$ cat src/rtl/cap_pkg.sv
package cap_pkg;
  localparam int ADDR_W = 3;

  localparam logic [ADDR_W-1:0] A_CTRL  = 3'd0;
  localparam logic [ADDR_W-1:0] A_FLAGS = 3'd1;
  localparam logic [ADDR_W-1:0] A_CNT_L = 3'd2;
  localparam logic [ADDR_W-1:0] A_CNT_H = 3'd3;
  localparam logic [ADDR_W-1:0] A_CAP_L = 3'd4;
  localparam logic [ADDR_W-1:0] A_CAP_H = 3'd5;

  typedef struct packed {
    logic mode16;
    logic edge_rise;
    logic nc_en;
    logic src_sel;
  } cap_ctrl_t;
endpackage

$ cat src/rtl/cap_counter.sv
module cap_counter #(
  parameter int W = 16
) (
  input  logic         clk_i,
  input  logic         rst_ni,
  output logic [W-1:0] cnt_o,
  output logic         wrap_o
);
  always_ff @(posedge clk_i or negedge rst_ni) begin
    if (!rst_ni) cnt_o <= '0;
    else         cnt_o <= cnt_o + W'(1);
  end

  // high in the cycle whose closing edge rolls the counter to zero
  assign wrap_o = &cnt_o;
endmodule

$ cat src/rtl/cap_evt_path.sv
module cap_evt_path #(
  parameter int N_SRC    = 2,
  parameter int SYNC_LEN = 2,
  parameter int FILT_LEN = 4
) (
  input  logic             clk_i,
  input  logic             rst_ni,
  input  logic [N_SRC-1:0] evt_i,
  input  logic [$clog2(N_SRC)-1:0] src_sel_i,
  input  logic             nc_en_i,
  input  logic             edge_rise_i,
  output logic             capt_o
);
  localparam int HIST_W = FILT_LEN - 1;

  logic [N_SRC-1:0] evt_s;

  for (genvar g = 0; g < N_SRC; g++) begin : g_sync
    logic [SYNC_LEN-1:0] sh_q;
    always_ff @(posedge clk_i or negedge rst_ni) begin
      if (!rst_ni) sh_q <= '0;
      else         sh_q <= {sh_q[SYNC_LEN-2:0], evt_i[g]};
    end
    assign evt_s[g] = sh_q[SYNC_LEN-1];
  end

  logic              sel_lvl;
  logic [HIST_W-1:0] hist_q;
  logic              filt_q;
  logic              lvl;
  logic              prev_q;
  logic              all_hi;
  logic              all_lo;

  assign sel_lvl = evt_s[src_sel_i];

  // FILT_LEN samples: current synchronized level plus HIST_W older ones
  assign all_hi = sel_lvl & (&hist_q);
  assign all_lo = ~sel_lvl & ~(|hist_q);

  always_ff @(posedge clk_i or negedge rst_ni) begin
    if (!rst_ni) begin
      hist_q <= '0;
      filt_q <= 1'b0;
    end else begin
      hist_q <= {hist_q[HIST_W-2:0], sel_lvl};
      if (all_hi)      filt_q <= 1'b1;
      else if (all_lo) filt_q <= 1'b0;
    end
  end

  assign lvl = nc_en_i ? filt_q : sel_lvl;

  always_ff @(posedge clk_i or negedge rst_ni) begin
    if (!rst_ni) prev_q <= 1'b0;
    else         prev_q <= lvl;
  end

  assign capt_o = edge_rise_i ? (lvl & ~prev_q) : (~lvl & prev_q);
endmodule

$ cat src/rtl/cap_regs.sv
module cap_regs
  import cap_pkg::*;
#(
  parameter int BUS_W = 8,
  localparam int CNT_W = 2 * BUS_W
) (
  input  logic              clk_i,
  input  logic              rst_ni,
  input  logic [ADDR_W-1:0] addr_i,
  input  logic              wr_en_i,
  input  logic              rd_en_i,
  input  logic [BUS_W-1:0]  wdata_i,
  output logic [BUS_W-1:0]  rdata_o,
  input  logic [CNT_W-1:0]  cnt_i,
  input  logic              capt_i,
  input  logic              wrap_i,
  output cap_ctrl_t         ctrl_o,
  output logic [BUS_W-1:0]  ocr_a_o,
  output logic [BUS_W-1:0]  ocr_b_o,
  output logic              capt_flag_o,
  output logic              ovf_flag_o
);
  logic [BUS_W-1:0] temp_q;
  logic wr_ctrl, wr_flags, wr_a, wr_b, rd_cnt_l, rd_cap_l;

  assign wr_ctrl  = wr_en_i && addr_i == A_CTRL;
  assign wr_flags = wr_en_i && addr_i == A_FLAGS;
  assign wr_a     = wr_en_i && addr_i == A_CAP_L;
  assign wr_b     = wr_en_i && addr_i == A_CAP_H;
  assign rd_cnt_l = rd_en_i && addr_i == A_CNT_L;
  assign rd_cap_l = rd_en_i && addr_i == A_CAP_L;

  always_ff @(posedge clk_i or negedge rst_ni) begin
    if (!rst_ni) begin
      ctrl_o      <= '0;
      ocr_a_o     <= '0;
      ocr_b_o     <= '0;
      temp_q      <= '0;
      capt_flag_o <= 1'b0;
      ovf_flag_o  <= 1'b0;
    end else begin
      if (wr_ctrl) ctrl_o <= cap_ctrl_t'(wdata_i[$bits(cap_ctrl_t)-1:0]);
      // capture has priority over a bus write to the same byte
      if (capt_i)    ocr_a_o <= cnt_i[BUS_W-1:0];
      else if (wr_a) ocr_a_o <= wdata_i;
      if (capt_i && ctrl_o.mode16) ocr_b_o <= cnt_i[CNT_W-1:BUS_W];
      else if (wr_b)               ocr_b_o <= wdata_i;
      if (rd_cnt_l)                      temp_q <= cnt_i[CNT_W-1:BUS_W];
      else if (rd_cap_l && ctrl_o.mode16) temp_q <= ocr_b_o;
      // set wins over write-1-clear
      if (capt_i)                      capt_flag_o <= 1'b1;
      else if (wr_flags && wdata_i[0]) capt_flag_o <= 1'b0;
      if (wrap_i)                      ovf_flag_o <= 1'b1;
      else if (wr_flags && wdata_i[1]) ovf_flag_o <= 1'b0;
    end
  end

  always_comb begin
    rdata_o = '0;
    case (addr_i)
      A_CTRL:  rdata_o[$bits(cap_ctrl_t)-1:0] = ctrl_o;
      A_FLAGS: rdata_o[1:0] = {ovf_flag_o, capt_flag_o};
      A_CNT_L: rdata_o = cnt_i[BUS_W-1:0];
      A_CNT_H: rdata_o = temp_q;
      A_CAP_L: rdata_o = ocr_a_o;
      A_CAP_H: rdata_o = ctrl_o.mode16 ? temp_q : ocr_b_o;
      default: rdata_o = '0;
    endcase
  end
endmodule

$ cat src/rtl/evt_capture_timer.sv
module evt_capture_timer
  import cap_pkg::*;
#(
  parameter int BUS_W    = 8,
  parameter int SYNC_LEN = 2,
  parameter int FILT_LEN = 4
) (
  input  logic              clk_i,
  input  logic              rst_ni,
  input  logic              evt0_i,
  input  logic              evt1_i,
  input  logic [ADDR_W-1:0] addr_i,
  input  logic              wr_en_i,
  input  logic              rd_en_i,
  input  logic [BUS_W-1:0]  wdata_i,
  output logic [BUS_W-1:0]  rdata_o,
  output logic              irq_capt_o,
  output logic              irq_ovf_o,
  output logic              cmp_b_match_o
);
  localparam int CNT_W = 2 * BUS_W;

  logic [CNT_W-1:0] cnt_w;
  logic             wrap_w;
  logic             capt_w;
  cap_ctrl_t        ctrl_w;
  logic [BUS_W-1:0] ocr_a_w;
  logic [BUS_W-1:0] ocr_b_w;
  logic             capt_flag_w;
  logic             ovf_flag_w;

  cap_counter #(.W(CNT_W)) u_cnt (
    .clk_i  (clk_i),
    .rst_ni (rst_ni),
    .cnt_o  (cnt_w),
    .wrap_o (wrap_w)
  );

  cap_evt_path #(
    .N_SRC    (2),
    .SYNC_LEN (SYNC_LEN),
    .FILT_LEN (FILT_LEN)
  ) u_evt (
    .clk_i       (clk_i),
    .rst_ni      (rst_ni),
    .evt_i       ({evt1_i, evt0_i}),
    .src_sel_i   (ctrl_w.src_sel),
    .nc_en_i     (ctrl_w.nc_en),
    .edge_rise_i (ctrl_w.edge_rise),
    .capt_o      (capt_w)
  );

  cap_regs #(.BUS_W(BUS_W)) u_regs (
    .clk_i       (clk_i),
    .rst_ni      (rst_ni),
    .addr_i      (addr_i),
    .wr_en_i     (wr_en_i),
    .rd_en_i     (rd_en_i),
    .wdata_i     (wdata_i),
    .rdata_o     (rdata_o),
    .cnt_i       (cnt_w),
    .capt_i      (capt_w),
    .wrap_i      (wrap_w),
    .ctrl_o      (ctrl_w),
    .ocr_a_o     (ocr_a_w),
    .ocr_b_o     (ocr_b_w),
    .capt_flag_o (capt_flag_w),
    .ovf_flag_o  (ovf_flag_w)
  );

  assign irq_capt_o    = capt_flag_w;
  assign irq_ovf_o     = ovf_flag_w;
  assign cmp_b_match_o = ~ctrl_w.mode16 && (cnt_w[BUS_W-1:0] == ocr_b_w);
endmodule

$ cat config.mk
export PLATFORM = sky130hd
export DESIGN_NAME = evt_capture_timer
export DESIGN_NICKNAME = d
export VERILOG_FILES = /design/src/rtl/cap_pkg.sv /design/src/rtl/cap_counter.sv /design/src/rtl/cap_evt_path.sv /design/src/rtl/cap_regs.sv /design/src/rtl/evt_capture_timer.sv
export SDC_FILE = /design/constraint.sdc
export NUM_CORES = 1
export LEC_CHECK = 0
export ABC_CLOCK_PERIOD_IN_PS = 1800
export CAP_MARGIN = 20
export CORE_MARGIN = 1.5
export CORE_UTILIZATION = 41
export DETAILED_ROUTE_END_ITERATION = 8
export PLACE_DENSITY_LB_ADDON = 0.08
export SYNTH_ARGS = -nofsm -noshare
export SYNTH_HDL_FRONTEND = slang
export SYNTH_SLANG_ARGS = --single-unit
export TNS_END_PERCENT = 50
$ cat constraint.sdc
create_clock -name clk_i -period 1.8 [get_ports clk_i]
set_input_delay 0.36 -clock clk_i [delete_from_list [all_inputs] [get_ports clk_i]]
set_output_delay 0.36 -clock clk_i [all_outputs]
set_load 0.005 [all_outputs]
# Yosys cells after proc, flatten, opt, wreduce, memory -nomap -nowiden
# Cells that the tools add are included.
[totals]
word_cells = 73
out_inout_bits = 11
in_bits = 17
register_bits = 55
[classes]
muxes = 20
magnitude_cmp = 1
reduce_logical = 21
addsub = 1
eq_ne = 6
bitwise_logic = 9
[ops]
columns = ["operator", "n"]
rows = [
  ["8-bit two-way mux", 7],
  ["16-bit by 1-bit adder with 16-bit output, second input constant", 1],
  ["4-bit one-hot mux with 4 select lines", 1],
  ["16-bit AND reduction", 1],
  ["2-bit one-hot mux with 6 select lines", 1],
  ["2-bit nonzero test", 6],
  ["1-bit logical AND", 11],
  ["1-bit two-way mux", 10],
  ["2-bit one-hot mux with 5 select lines", 1],
  ["8-bit equality test", 1],
  ["3-bit by 2-bit equality test with 1-bit output, second input constant", 2],
  ["3-bit equality test, second input constant", 2],
  ["1-bit inverter", 5],
  ["1-bit bitwise AND", 4],
  ["3-bit by 1-bit equality test with 1-bit output, second input constant", 1],
  ["3-bit zero test", 1],
  ["3-bit AND reduction", 1],
  ["3-bit OR reduction", 1],
  ["1-bit by 2-bit less-than comparator with 1-bit output, second input constant", 1],
]

# Logic depth before layout (Yosys ltp)
# Gate-level depths: netlist of run 1.
[logic_depth]
ltp_word = 8
depth_mapped = 6
mapped_depth_nobuf = 5

# Modules after synthesis
# Synthesis of run 1 repeated with hierarchy kept, for this count alone.
[hier_totals]
cells_unflattened = 245
area_unflattened_um2 = 2986.6
[by_module_without_submodules]
columns = ["mod", "area_per_inst_um2", "n_inst", "cells_each"]
rows = [
  ["cap_regs", 1885.6, 1, 156],
  ["cap_counter", 706.9, 1, 60],
  ["cap_evt_path", 300.3, 1, 18],
  ["evt_capture_timer", 93.8, 1, 11],
]

# Worst setup path before layout of run 1
# No wires, ideal clock.
[synth_path]
path_kind = "reg2out"
from = "reg u_regs.ctrl_o[3] in the netlist's numbering"
to = "out rdata_o[4]"
arrival_ns = 1.458
n_path_buf = 1
slack_ns = -0.018
stages_incl_launch_ff = 5
cell_sequence = "dfrtp_1 -> clkbuf_1 -> nor4bb_1 -> a2bb2oi_1 -> a21boi_0"
[synth_via]
elab_chain_cells = 2
[synth_rtl]
columns = ["item", "line", "rtl"]
rows = [
  ["start: declaration", "cap_regs.sv:17", "output cap_ctrl_t ctrl_o,"],
  ["start signal: assignment", "cap_regs.sv:42", "if (wr_ctrl) ctrl_o <= cap_ctrl_t'(wdata_i[$bits(cap_ctrl_t)-1:0]);"],
  ["8-bit two-way mux", "cap_regs.sv:66", "A_CAP_H: rdata_o = ctrl_o.mode16 ? temp_q : ocr_b_o;"],
  ["4-bit one-hot mux with 4 select lines", "cap_regs.sv:60", "case (addr_i)"],
  ["end: declaration", "evt_capture_timer.sv:16", "output logic [BUS_W-1:0] rdata_o,"],
]
# Every way passes these cells.

# Worst setup path after layout of run 1
# Ends and elaborated chain as after synthesis.

==> impl_table.tex, run 1 <==
\begin{tabular}{lr}
\hline
Metric & Value \\
\hline
\multicolumn{2}{l}{\textbf{Detailed routing}} \\
\quad Number of vias after detailed routing & approximately 2200 \\
\quad Final routed DRC violation total & 0 \\
\quad Drt via density & about 5 \\
\quad Detailed-router iteration count before antenna repair & 4 \\
\quad Post-detailed-route wirelength per cell & 16.97 µm \\
\quad Routed Antenna Nets & 0 \\
\quad Drt first-iter violations & 83 \\
\quad Final Routed Wirelength & 7501 µm \\
\multicolumn{2}{l}{\textbf{Synthesis}} \\
\quad Post-synthesis cell area & 0.002918 mm² \\
\quad Count of synthesis-stage warnings from yosys & 0 \\
\quad Post-synthesis async set-or-reset flop share & 100.0\% \\
\quad Portion of the post-synthesis area used by sequential elements & 47.17\% \\
\quad Syn nets & 274 \\
\quad Number of synthesized register bits & 55 \\
\quad Distinct cell type count of the synthesized netlist & 43 \\
\quad Count of flip-flops with a built-in enable after synthesis & 0 \\
\quad Mean area per synthesized cell & 11.44 µm² \\
\quad Top FF cell, synth & sky130\_fd\_sc\_hd\_\_dfrtp\_1 \\
\quad Gate count of the mapped netlist & 255 \\
\multicolumn{2}{l}{\textbf{Run status}} \\
\quad Violations in the final reports & negative hold slack, negative setup slack \\
\quad Status & finished, violations left \\
\multicolumn{2}{l}{\textbf{Floorplan}} \\
\quad Effective utilization at floorplan & 42.71\% \\
\quad Top Ports & 28 \\
\quad Die Area & 0.007632 mm² \\
\quad Floorplan row count & 30 \\
\quad Area of the placeable core & 0.006832 mm² \\
\quad Die extent in y & between 80 and 90 µm \\
\quad Die extent in x & just under 90 µm \\
\multicolumn{2}{l}{\textbf{CTS}} \\
\quad Buffer cell driving the clock tree root & sky130\_fd\_sc\_hd\_\_clkbuf\_8 \\
\quad Worst-Skew Late Latency & 0.32 ns \\
\quad Clock slew at reported path FFs & 0.11 ns \\
\quad Hold\_buf cts & 0 \\
\quad Number of buffers on the longest clock path & 2 \\
\quad Clock tree from TritonCTS & yes \\
\quad Number of CTS-inserted buffers & 5 \\
\quad Count of H-tree levels built during CTS & 2 \\
\quad Number of sinks on the clock net & 55 \\
\multicolumn{2}{l}{\textbf{Critical path}} \\
\quad Arrival time of the worst setup path & between 1.5 and 2 ns \\
\quad Reg-to-reg critical path startpoint & u\_regs.ctrl\_o[3]\$\_DFFE\_PN0P\_ \\
\quad Worst Setup Start Kind & flip-flop \\
\quad Largest incremental delay on the critical path & 0.44 ns \\
\quad Worst r2r dst & u\_regs.temp\_q[7]\$\_DFFE\_PN0P\_ \\
\quad Setup slack of the most critical reg-to-reg path & -0.24 ns \\
\quad CP Buf/Inv Count & 4 \\
\quad Kind of end point of the critical path & primary output \\
\quad Crit path required time & 1.44 ns \\
\quad Cell type of the slowest stage on the worst timing path & sky130\_fd\_sc\_hd\_\_dfrtp\_2 \\
\quad Critical path fanouts, max & 4 \\
\quad Critical path type & reg2out \\
\quad Kind of cell adding the most delay to the critical path & buffers and inverters \\
\quad Worst r2r path cells & 12 \\
\quad List of cells traversed by the critical path & nor4bb\_2, buf\_4, buf\_6, buf\_6, a2bb2oi\_2, a21boi\_1, buf\_2 \\
\quad Most used cell, CP & sky130\_fd\_sc\_hd\_\_buf\_6 \\
\multicolumn{2}{l}{\textbf{Run}} \\
\quad Number of maximum-capacitance violations & 0 \\
\multicolumn{2}{l}{\textbf{STA}} \\
\quad Final Slew Violations & 0 \\
\quad Clock tree skew after final layout & 0.007985 ns \\
\quad Fin Hold WS & -0.003288 ns \\
\quad Final setup fails & 30 \\
\quad Final setup slack of the worst path & -0.2734 ns \\
\quad Portion of the clock cycle consumed by the worst path in the final layout & 115.2\% \\
\quad Hold Vio Cnt, Final & 2 \\
\quad Max Clock Freq & around 480 MHz \\
\quad Unrepaired setup endpoints after global routing & yes \\
\quad Relative slew slack & 65.58\% \\
\quad Setup Total Neg Slack & -5.151 ns \\
\quad Post-layout min period & between 2 and 2.5 ns \\
\quad Slew at the pin closest to its max-slew limit & 0.5162 ns \\
\multicolumn{2}{l}{\textbf{Pwr}} \\
\quad Overall Power & 3.788 mW \\
\quad Peak VDD IR & 464.5 µV \\
\quad Clock power share & about a fifth \\
\quad Ratio of total power to cell area & 934.9 mW/mm² \\
\quad Leakage power summed over all cells & 1.824 nW \\
\quad Portion of total power attributed to combinational logic & 37.8\% \\
\quad Cell-internal power & 2.642 mW \\
\quad Switching share of power & 30.25\% \\
\quad Sequential cell fraction of total power & around 43\% \\
\quad Switching power summed over all nets & 1.146 mW \\
\multicolumn{2}{l}{\textbf{Global routing}} \\
\quad Overflow left after global routing & 0 \\
\quad First-pass GRT wire length & about 12000 µm \\
\quad Initial antenna violation count & 0 \\
\quad Maximum number of pins on one net before global-route repair & 21 \\
\quad Via count of the first global-routing pass & 2300 \\
\quad All-layer global routing usage & around a fifth \\
\multicolumn{2}{l}{\textbf{Placed design}} \\
\quad Dpl cells & 422 \\
\quad Weighted congestion at the end of routability-driven global placement & 0.7883 \\
\quad Placed wire-length estimate & between 5000 and 6000 µm \\
\quad Post-placement cell area & 0.003741 mm² \\
\quad IO Port Bufs & 27 \\
\multicolumn{2}{l}{\textbf{Cells and area}} \\
\quad Number of antenna repair diodes & 0 \\
\quad Number of standard cells in the final layout excluding fillers & between 400 and 500 \\
\quad Most common library cell in the layout ignoring fill and taps & sky130\_fd\_sc\_hd\_\_buf\_4 \\
\quad Nets & 364 \\
\quad Area Overhead vs Synth & 38.85\% \\
\quad Most frequent cells in the layout & sky130\_fd\_sc\_hd\_\_buf\_4 (55), sky130\_fd\_sc\_hd\_\_dfrtp\_1 (54), sky130\_fd\_sc\_hd\_\_nand2\_1 (19), sky130\_fd\_sc\_hd\_\_mux2\_2 (19), sky130\_fd\_sc\_hd\_\_mux2\_4 (16) \\
\quad Share of final-layout standard cells stronger than drive strength 1 & a little over two fifths \\
\quad Post-route cell area & 0.004051 mm² \\
\multicolumn{2}{l}{\textbf{Min path}} \\
\quad Min-Delay Path Class & in2async \\
\hline
\end{tabular}
==> worst register-to-register path, cell delays in order, from the launching register on <==
cell and delay, ns:
sky130_fd_sc_hd__dfrtp_2 0.40, sky130_fd_sc_hd__buf_4 0.12, sky130_fd_sc_hd__nand3b_1 0.20, sky130_fd_sc_hd__buf_4 0.20, sky130_fd_sc_hd__buf_4 0.12, sky130_fd_sc_hd__buf_4 0.12, sky130_fd_sc_hd__buf_4 0.12, sky130_fd_sc_hd__buf_4 0.12
sky130_fd_sc_hd__buf_4 0.13, sky130_fd_sc_hd__a21oi_4 0.15, sky130_fd_sc_hd__buf_6 0.15, sky130_fd_sc_hd__nor2_1 0.04, sky130_fd_sc_hd__a21oi_1 0.10
==> layer usage <==
metal  up-vias  global-route usage [%]  routed length [µm]
met2        37                   32.31                3380
met5         -                       0                   0
met1      1104                   31.32                3750
met3        12                   3.318                 223
li1       1096                       -                   -
met4         0                   6.638                 147
==> logic make-up (layout without fill, tap and decap cells) <==
logic type / after synthesis / count (layout) / share of synthesized area [%]
AND/OR/NAND/NOR: 67 / 67 / 12.09
flip-flops: 55 / 55 / 47.17
buffers and inverters: 17 / 108 / 2.659
AO/OA/AOI/OAI: 42 / 42 / 10.38
adder cells (fa/ha/maj): 2 / 2 / 0.8575
XOR/XNOR: 22 / 22 / 6.604
multiplexers: 50 / 50 / 20.24
==> power by group through the flow <==
stage | Clock, mW | Combinational (mW) | Sequential, mW
3_3_place_gp | 0 | 1.25 | 1.64
3_5_place_dp | 0 | 1.25 | 1.65
5_1_grt | 0.790 | 1.54 | 1.66
4_1_cts | 0.751 | 1.41 | 1.63
6_report | 0.725 | 1.43 | 1.63
2_1_floorplan | 0 | 0.723 | 1.62
==> cells in the mapped netlist, types with 3 or more instances <==
cell type	count	area share [%]
sky130_fd_sc_hd__mux2i_1	14	4.8
sky130_fd_sc_hd__and3_1	3	0.64
sky130_fd_sc_hd__nand2_1	19	2.4
sky130_fd_sc_hd__nand2b_1	3	0.64
sky130_fd_sc_hd__xor2_1	6	1.8
sky130_fd_sc_hd__xnor2_1	16	4.8
sky130_fd_sc_hd__nor2b_1	4	0.86
sky130_fd_sc_hd__mux2_4	8	4.1
sky130_fd_sc_hd__a21oi_1	12	2.1
sky130_fd_sc_hd__nand4_1	6	1.3
sky130_fd_sc_hd__a22oi_1	5	1.3
sky130_fd_sc_hd__clkbuf_1	8	1.0
sky130_fd_sc_hd__nand3_1	5	0.86
sky130_fd_sc_hd__dfrtp_1	55	47
sky130_fd_sc_hd__nor2_1	14	1.8
sky130_fd_sc_hd__mux2_2	27	10
sky130_fd_sc_hd__inv_1	3	0.39
sky130_fd_sc_hd__a21boi_0	6	1.5
sky130_fd_sc_hd__o21ai_0	5	0.86
sky130_fd_sc_hd__a2bb2oi_1	8	2.4
==> sequential cells by signal, summed over array words and instances (netlist names), 3 cells and up <==
name,cells
u_evt.g_sync.sh_q,4
u_cnt.cnt_o,16
u_evt.hist_q,3
u_regs.ocr_b_o,8
u_regs.temp_q,8
u_regs.ctrl_o,4
u_regs.ocr_a_o,8
==> area by class of cell <==
type / instances / area (µm²)
Fill cell: 593 / 2780
Multi-Input combinational cell: 183 / 1604
Sequential cell: 55 / 1378
Timing Repair Buffer: 97 / 845.8
Tap cell: 96 / 120.1
Clock buffer: 5 / 68.82
Clock inverter: 3 / 23.77
Inverter: 3 / 11.26
==> metrics by stage <==
| stage | worst slack (ns) | utilization, % |
|---|---|---|
| 6_report | -0.2734 | 59.30 |
| 5_1_grt | -0.3596 | 59.30 |
| 4_1_cts | -0.2909 | 58.77 |
| 3_5_place_dp | -0.8846 | 54.76 |
| 3_3_place_gp | -0.8504 | 54.76 |
| 2_1_floorplan | 0.01352 | - |
==> worst max path at each step <==
stage                                 startpoint    endpoint  slack (ns)  cells after the start
floorplan           u_regs.ctrl_o[3]$_DFFE_PN0P_  rdata_o[2]        0.01                      5
global placement                       addr_i[2]  rdata_o[5]       -0.85                      6
detailed placement                     addr_i[1]  rdata_o[5]       -0.88                      8
CTS                 u_regs.ctrl_o[3]$_DFFE_PN0P_  rdata_o[4]       -0.29                      7
global route        u_regs.ctrl_o[3]$_DFFE_PN0P_  rdata_o[4]       -0.36                      7
finish              u_regs.ctrl_o[3]$_DFFE_PN0P_  rdata_o[4]       -0.27                      7
==> timing repair <==
| item | 4_1_cts | 5_1_grt |
|---|---|---|
| endpoints found under the setup margin | 25 | 34 |
| buffers inserted | 14 | 0 |
| resized for setup | 82 | 8 |
| hold endpoints to repair | 0 | 0 |
| pin swaps | 20 | 10 |
Note: power is estimated with default switching activity, not from simulation.
==> run 2: changes to the inputs <==
--- a/config.mk
+++ b/config.mk
@@ -5,9 +5,9 @@
 export SDC_FILE = /design/constraint.sdc
 export NUM_CORES = 1
 export LEC_CHECK = 0
+export ABC_AREA = 1
 export ABC_CLOCK_PERIOD_IN_PS = 1800
 export CAP_MARGIN = 20
-export CORE_MARGIN = 1.5
 export CORE_UTILIZATION = 41
 export DETAILED_ROUTE_END_ITERATION = 8
 export PLACE_DENSITY_LB_ADDON = 0.08
==> impl_table.tex, run 2 <==
\begin{tabular}{lr}
\hline
Metric & Value \\
\hline
\multicolumn{2}{l}{\textbf{Critical path}} \\
\quad Kind of end point of the critical path & primary output \\
\quad Worst r2r dst & u\_cnt.cnt\_o[12]\$\_DFF\_PN0\_ \\
\quad List of cells traversed by the critical path & inv\_4, buf\_6, nand2\_2, o21ai\_2, nand2\_1, nand2\_2, inv\_2, a31oi\_1, buf\_2 \\
\quad Crit path required time & roughly 1.4 ns \\
\quad Setup slack of the most critical reg-to-reg path & 0.16 ns \\
\quad CP Buf/Inv Count & 4 \\
\quad Worst r2r path cells & 8 \\
\quad Critical path type & reg2out \\
\quad Most used cell, CP & sky130\_fd\_sc\_hd\_\_nand2\_2 \\
\quad Kind of cell adding the most delay to the critical path & flip-flops \\
\quad Worst Setup Start Kind & flip-flop \\
\quad Reg-to-reg critical path startpoint & u\_cnt.cnt\_o[0]\$\_DFF\_PN0\_ \\
\quad Critical path fanouts, max & 5 \\
\quad Largest incremental delay on the critical path & 0.48 ns \\
\quad Cell type of the slowest stage on the worst timing path & sky130\_fd\_sc\_hd\_\_dfrtp\_2 \\
\quad Arrival time of the worst setup path & between 1.5 and 2 ns \\
\multicolumn{2}{l}{\textbf{Pwr}} \\
\quad Sequential cell fraction of total power & 47.4\% \\
\quad Cell-internal power & approximately 2.3 mW \\
\quad Switching power summed over all nets & $\sim$1.3 mW \\
\quad Peak VDD IR & 574.4 µV \\
\quad Leakage power summed over all cells & 1.877 nW \\
\quad Switching share of power & $\sim$36\% \\
\quad Ratio of total power to cell area & $\sim$920 mW/mm² \\
\quad Portion of total power attributed to combinational logic & 30.9\% \\
\quad Clock power share & between 20\% and 30\% \\
\multicolumn{2}{l}{\textbf{STA}} \\
\quad Final setup fails & 8 \\
\quad Setup Total Neg Slack & -0.2568 ns \\
\quad Post-layout min period & 1.879 ns \\
\quad Hold Vio Cnt, Final & 0 \\
\quad Clock tree skew after final layout & 0.006657 ns \\
\quad Fin Hold WS & 0.008947 ns \\
\quad Final Slew Violations & 0 \\
\quad Final setup slack of the worst path & -0.07929 ns \\
\quad Portion of the clock cycle consumed by the worst path in the final layout & 104.4\% \\
\quad Max Clock Freq & 532.1 MHz \\
\quad Relative slew slack & 79.09\% \\
\quad Slew at the pin closest to its max-slew limit & approximately 0.31 ns \\
\quad Unrepaired setup endpoints after global routing & yes \\
\multicolumn{2}{l}{\textbf{Synthesis}} \\
\quad Mean area per synthesized cell & 8.044 µm² \\
\quad Post-synthesis async set-or-reset flop share & 100.0\% \\
\quad Count of synthesis-stage warnings from yosys & 0 \\
\quad Number of synthesized register bits & between 50 and 60 \\
\quad Post-synthesis cell area & 0.002904 mm² \\
\quad Top FF cell, synth & sky130\_fd\_sc\_hd\_\_dfrtp\_1 \\
\quad Top cell type's share of synthesized area & a little under half \\
\quad Top cell type by total area after synthesis & sky130\_fd\_sc\_hd\_\_dfrtp\_1 \\
\quad Distinct cell type count of the synthesized netlist & 34 \\
\quad Gate count of the mapped netlist & 361 \\
\quad Dominant cell by count in the synthesized netlist & sky130\_fd\_sc\_hd\_\_nand2\_1 \\
\quad Most frequent cells after synthesis & sky130\_fd\_sc\_hd\_\_nand2\_1 (101), sky130\_fd\_sc\_hd\_\_dfrtp\_1 (55), sky130\_fd\_sc\_hd\_\_nand3\_1 (46) \\
\quad Syn nets & 380 \\
\quad Portion of the post-synthesis area used by sequential elements & 47.39\% \\
\quad Top cells by area in the synthesized netlist & sky130\_fd\_sc\_hd\_\_dfrtp\_1 (47\%), sky130\_fd\_sc\_hd\_\_nand2\_1 (13\%), sky130\_fd\_sc\_hd\_\_nand3\_1 (7.9\%) \\
\quad Count of flip-flops with a built-in enable after synthesis & 0 \\
\multicolumn{2}{l}{\textbf{Cells and area}} \\
\quad Top reg by flops & u\_cnt.cnt\_o \\
\quad Most frequent cells in the layout & sky130\_fd\_sc\_hd\_\_nand2\_1 (93), sky130\_fd\_sc\_hd\_\_dfrtp\_1 (53), sky130\_fd\_sc\_hd\_\_buf\_4 (51), sky130\_fd\_sc\_hd\_\_nand3\_1 (46), sky130\_fd\_sc\_hd\_\_inv\_1 (35) \\
\quad Max reg flops & 16 \\
\quad Number of antenna repair diodes & 0 \\
\quad Area Overhead vs Synth & 34.68\% \\
\quad Share of final-layout standard cells stronger than drive strength 1 & 29.18\% \\
\quad Nets & 467 \\
\quad Most common library cell in the layout ignoring fill and taps & sky130\_fd\_sc\_hd\_\_nand2\_1 \\
\multicolumn{2}{l}{\textbf{Placed design}} \\
\quad Placed wire-length estimate & 6176 µm \\
\quad IO Port Bufs & 27 \\
\quad Weighted congestion at the end of routability-driven global placement & 0.8763 \\
\multicolumn{2}{l}{\textbf{Run}} \\
\quad Number of maximum-capacitance violations & 0 \\
\multicolumn{2}{l}{\textbf{CTS}} \\
\quad Number of buffers on the longest clock path & 2 \\
\quad Clock tree from TritonCTS & yes \\
\quad Number of CTS-inserted buffers & 5 \\
\quad Buffer cell driving the clock tree root & sky130\_fd\_sc\_hd\_\_clkbuf\_8 \\
\quad Number of sinks on the clock net & 55 \\
\quad Hold\_buf cts & 0 \\
\quad Worst-Skew Late Latency & 0.32 ns \\
\quad Count of H-tree levels built during CTS & 2 \\
\quad Clock slew at reported path FFs & 0.11 ns \\
\multicolumn{2}{l}{\textbf{Min path}} \\
\quad Min-Delay Path Class & in2async \\
\multicolumn{2}{l}{\textbf{Detailed routing}} \\
\quad Drt via density & 5.051 \\
\quad Detailed-router iteration count before antenna repair & 5 \\
\quad Final routed DRC violation total & 0 \\
\quad Drt first-iter violations & 252 \\
\quad Post-detailed-route wirelength per cell & 15.28 µm \\
\quad Number of vias after detailed routing & 2753 \\
\quad Final Routed Wirelength & 8326 µm \\
\quad Routed Antenna Nets & 0 \\
\multicolumn{2}{l}{\textbf{Global routing}} \\
\quad Maximum number of pins on one net before global-route repair & 56 \\
\quad Via count of the first global-routing pass & 2756 \\
\quad All-layer global routing usage & 24.27\% \\
\quad First-pass GRT wire length & 13530 µm \\
\quad Overflow left after global routing & 0 \\
\quad Initial antenna violation count & 0 \\
\multicolumn{2}{l}{\textbf{Floorplan}} \\
\quad Floorplan row count & 30 \\
\quad Effective utilization at floorplan & 42.51\% \\
\quad Top Ports & 28 \\
\quad Die extent in x & 86.16 µm \\
\quad Die extent in y & 86.16 µm \\
\quad Area of the placeable core & 0.006832 mm² \\
\quad Die Area & 0.007424 mm² \\
\multicolumn{2}{l}{\textbf{Run status}} \\
\quad Status & finished, violations left \\
\quad Violations in the final reports & negative setup slack \\
\hline
\end{tabular}
-- run 2: cell count changes after synthesis, sizes merged, moves of 14 or more --
| cell | delta |
|---|---|
| nand2 | +85 |
| nand3 | +47 |
| inv | +45 |
| mux2 | -35 |
| o21ai | +25 |
| mux2i | -14 |
-- run 2: per-layer routing --
layer / GRT usage (%) / routed length (µm)
met3: 3.272 / 347
met5: 0 / 0
met2: 38.31 / 3775
met4: 10.45 / 252
met1: 33.44 / 3949
-- run 2: worst max path at each step --
stage,from,to,depth (start not counted)
after CTS,u_regs.ctrl_o[3]$_DFFE_PN0P_,rdata_o[7],6
after floorplan,u_regs.ctrl_o[3]$_DFFE_PN0P_,rdata_o[1],8
after global routing,u_regs.ctrl_o[3]$_DFFE_PN0P_,rdata_o[1],9
after global placement,addr_i[2],rdata_o[7],8
after detailed placement,addr_i[2],rdata_o[2],8
final,u_regs.ctrl_o[3]$_DFFE_PN0P_,rdata_o[1],9
-- run 2: worst reg2reg max path, cell delays in order (launching register included) --
cell and delay (ns):
sky130_fd_sc_hd__dfrtp_1 0.44, sky130_fd_sc_hd__buf_4 0.15, sky130_fd_sc_hd__ha_1 0.17, sky130_fd_sc_hd__nand3_1 0.14
sky130_fd_sc_hd__inv_1 0.11, sky130_fd_sc_hd__nand2_1 0.11, sky130_fd_sc_hd__nor2_4 0.17, sky130_fd_sc_hd__nand3_1 0.10
sky130_fd_sc_hd__xor2_1 0.15
-- run 2: metrics by stage --
step / worst slack, ns / power (mW) / utilization (%) / std cells / area (µm²)
floorplan: 0.3260 / 2.232 / - / 361 / 2904
global placement: -0.7315 / 2.706 / 53.55 / 529 / 3659
detailed placement: -0.7642 / 2.728 / 53.55 / 529 / 3659
CTS: -0.1062 / 3.543 / 56.83 / 546 / 3882
global route: -0.1819 / 3.807 / 57.25 / 545 / 3911
finish: -0.07929 / 3.582 / 57.25 / 545 / 3911
-- run 2: logic make-up (layout without fill, tap and decap cells) --
kind of cell / count (synthesis) / count (layout) / share of synthesized area, %
AND/OR/NAND/NOR: 185 / 185 / 29.69
flip-flops: 55 / 55 / 47.39
buffers and inverters: 53 / 141 / 7.281
AO/OA/AOI/OAI: 51 / 51 / 10.25
XOR/XNOR: 15 / 15 / 4.524
adder cells (fa/ha/maj): 2 / 2 / 0.8616
-- run 2: what timing repair did --
action / CTS / global route
endpoints found under the setup margin: 9 / 9
resized for setup: 74 / 20
cloned: 1 / 0
pin swaps: 14 / 8
setup buffers: 8 / 0
-- run 2: power by group through the flow --
stage	clock, mW	combinational [mW]	sequential (mW)
after floorplan	0	0.594	1.64
after global placement	0	1.02	1.69
after detailed placement	0	1.03	1.69
after CTS	0.786	1.08	1.67
after global routing	0.840	1.25	1.72
final	0.778	1.11	1.70
-- run 2: area by class of cell --
type                       count  area [µm²]
clock inverter                 2       20.02
inverter                      48       185.2
timing repair buffer          84       679.4
timing repair inverter         1       7.507
multi-input combinational    253        1438
sequential                    55        1379
clock buffer                   6       82.58
tap                           96       120.1
fill                         639        2920
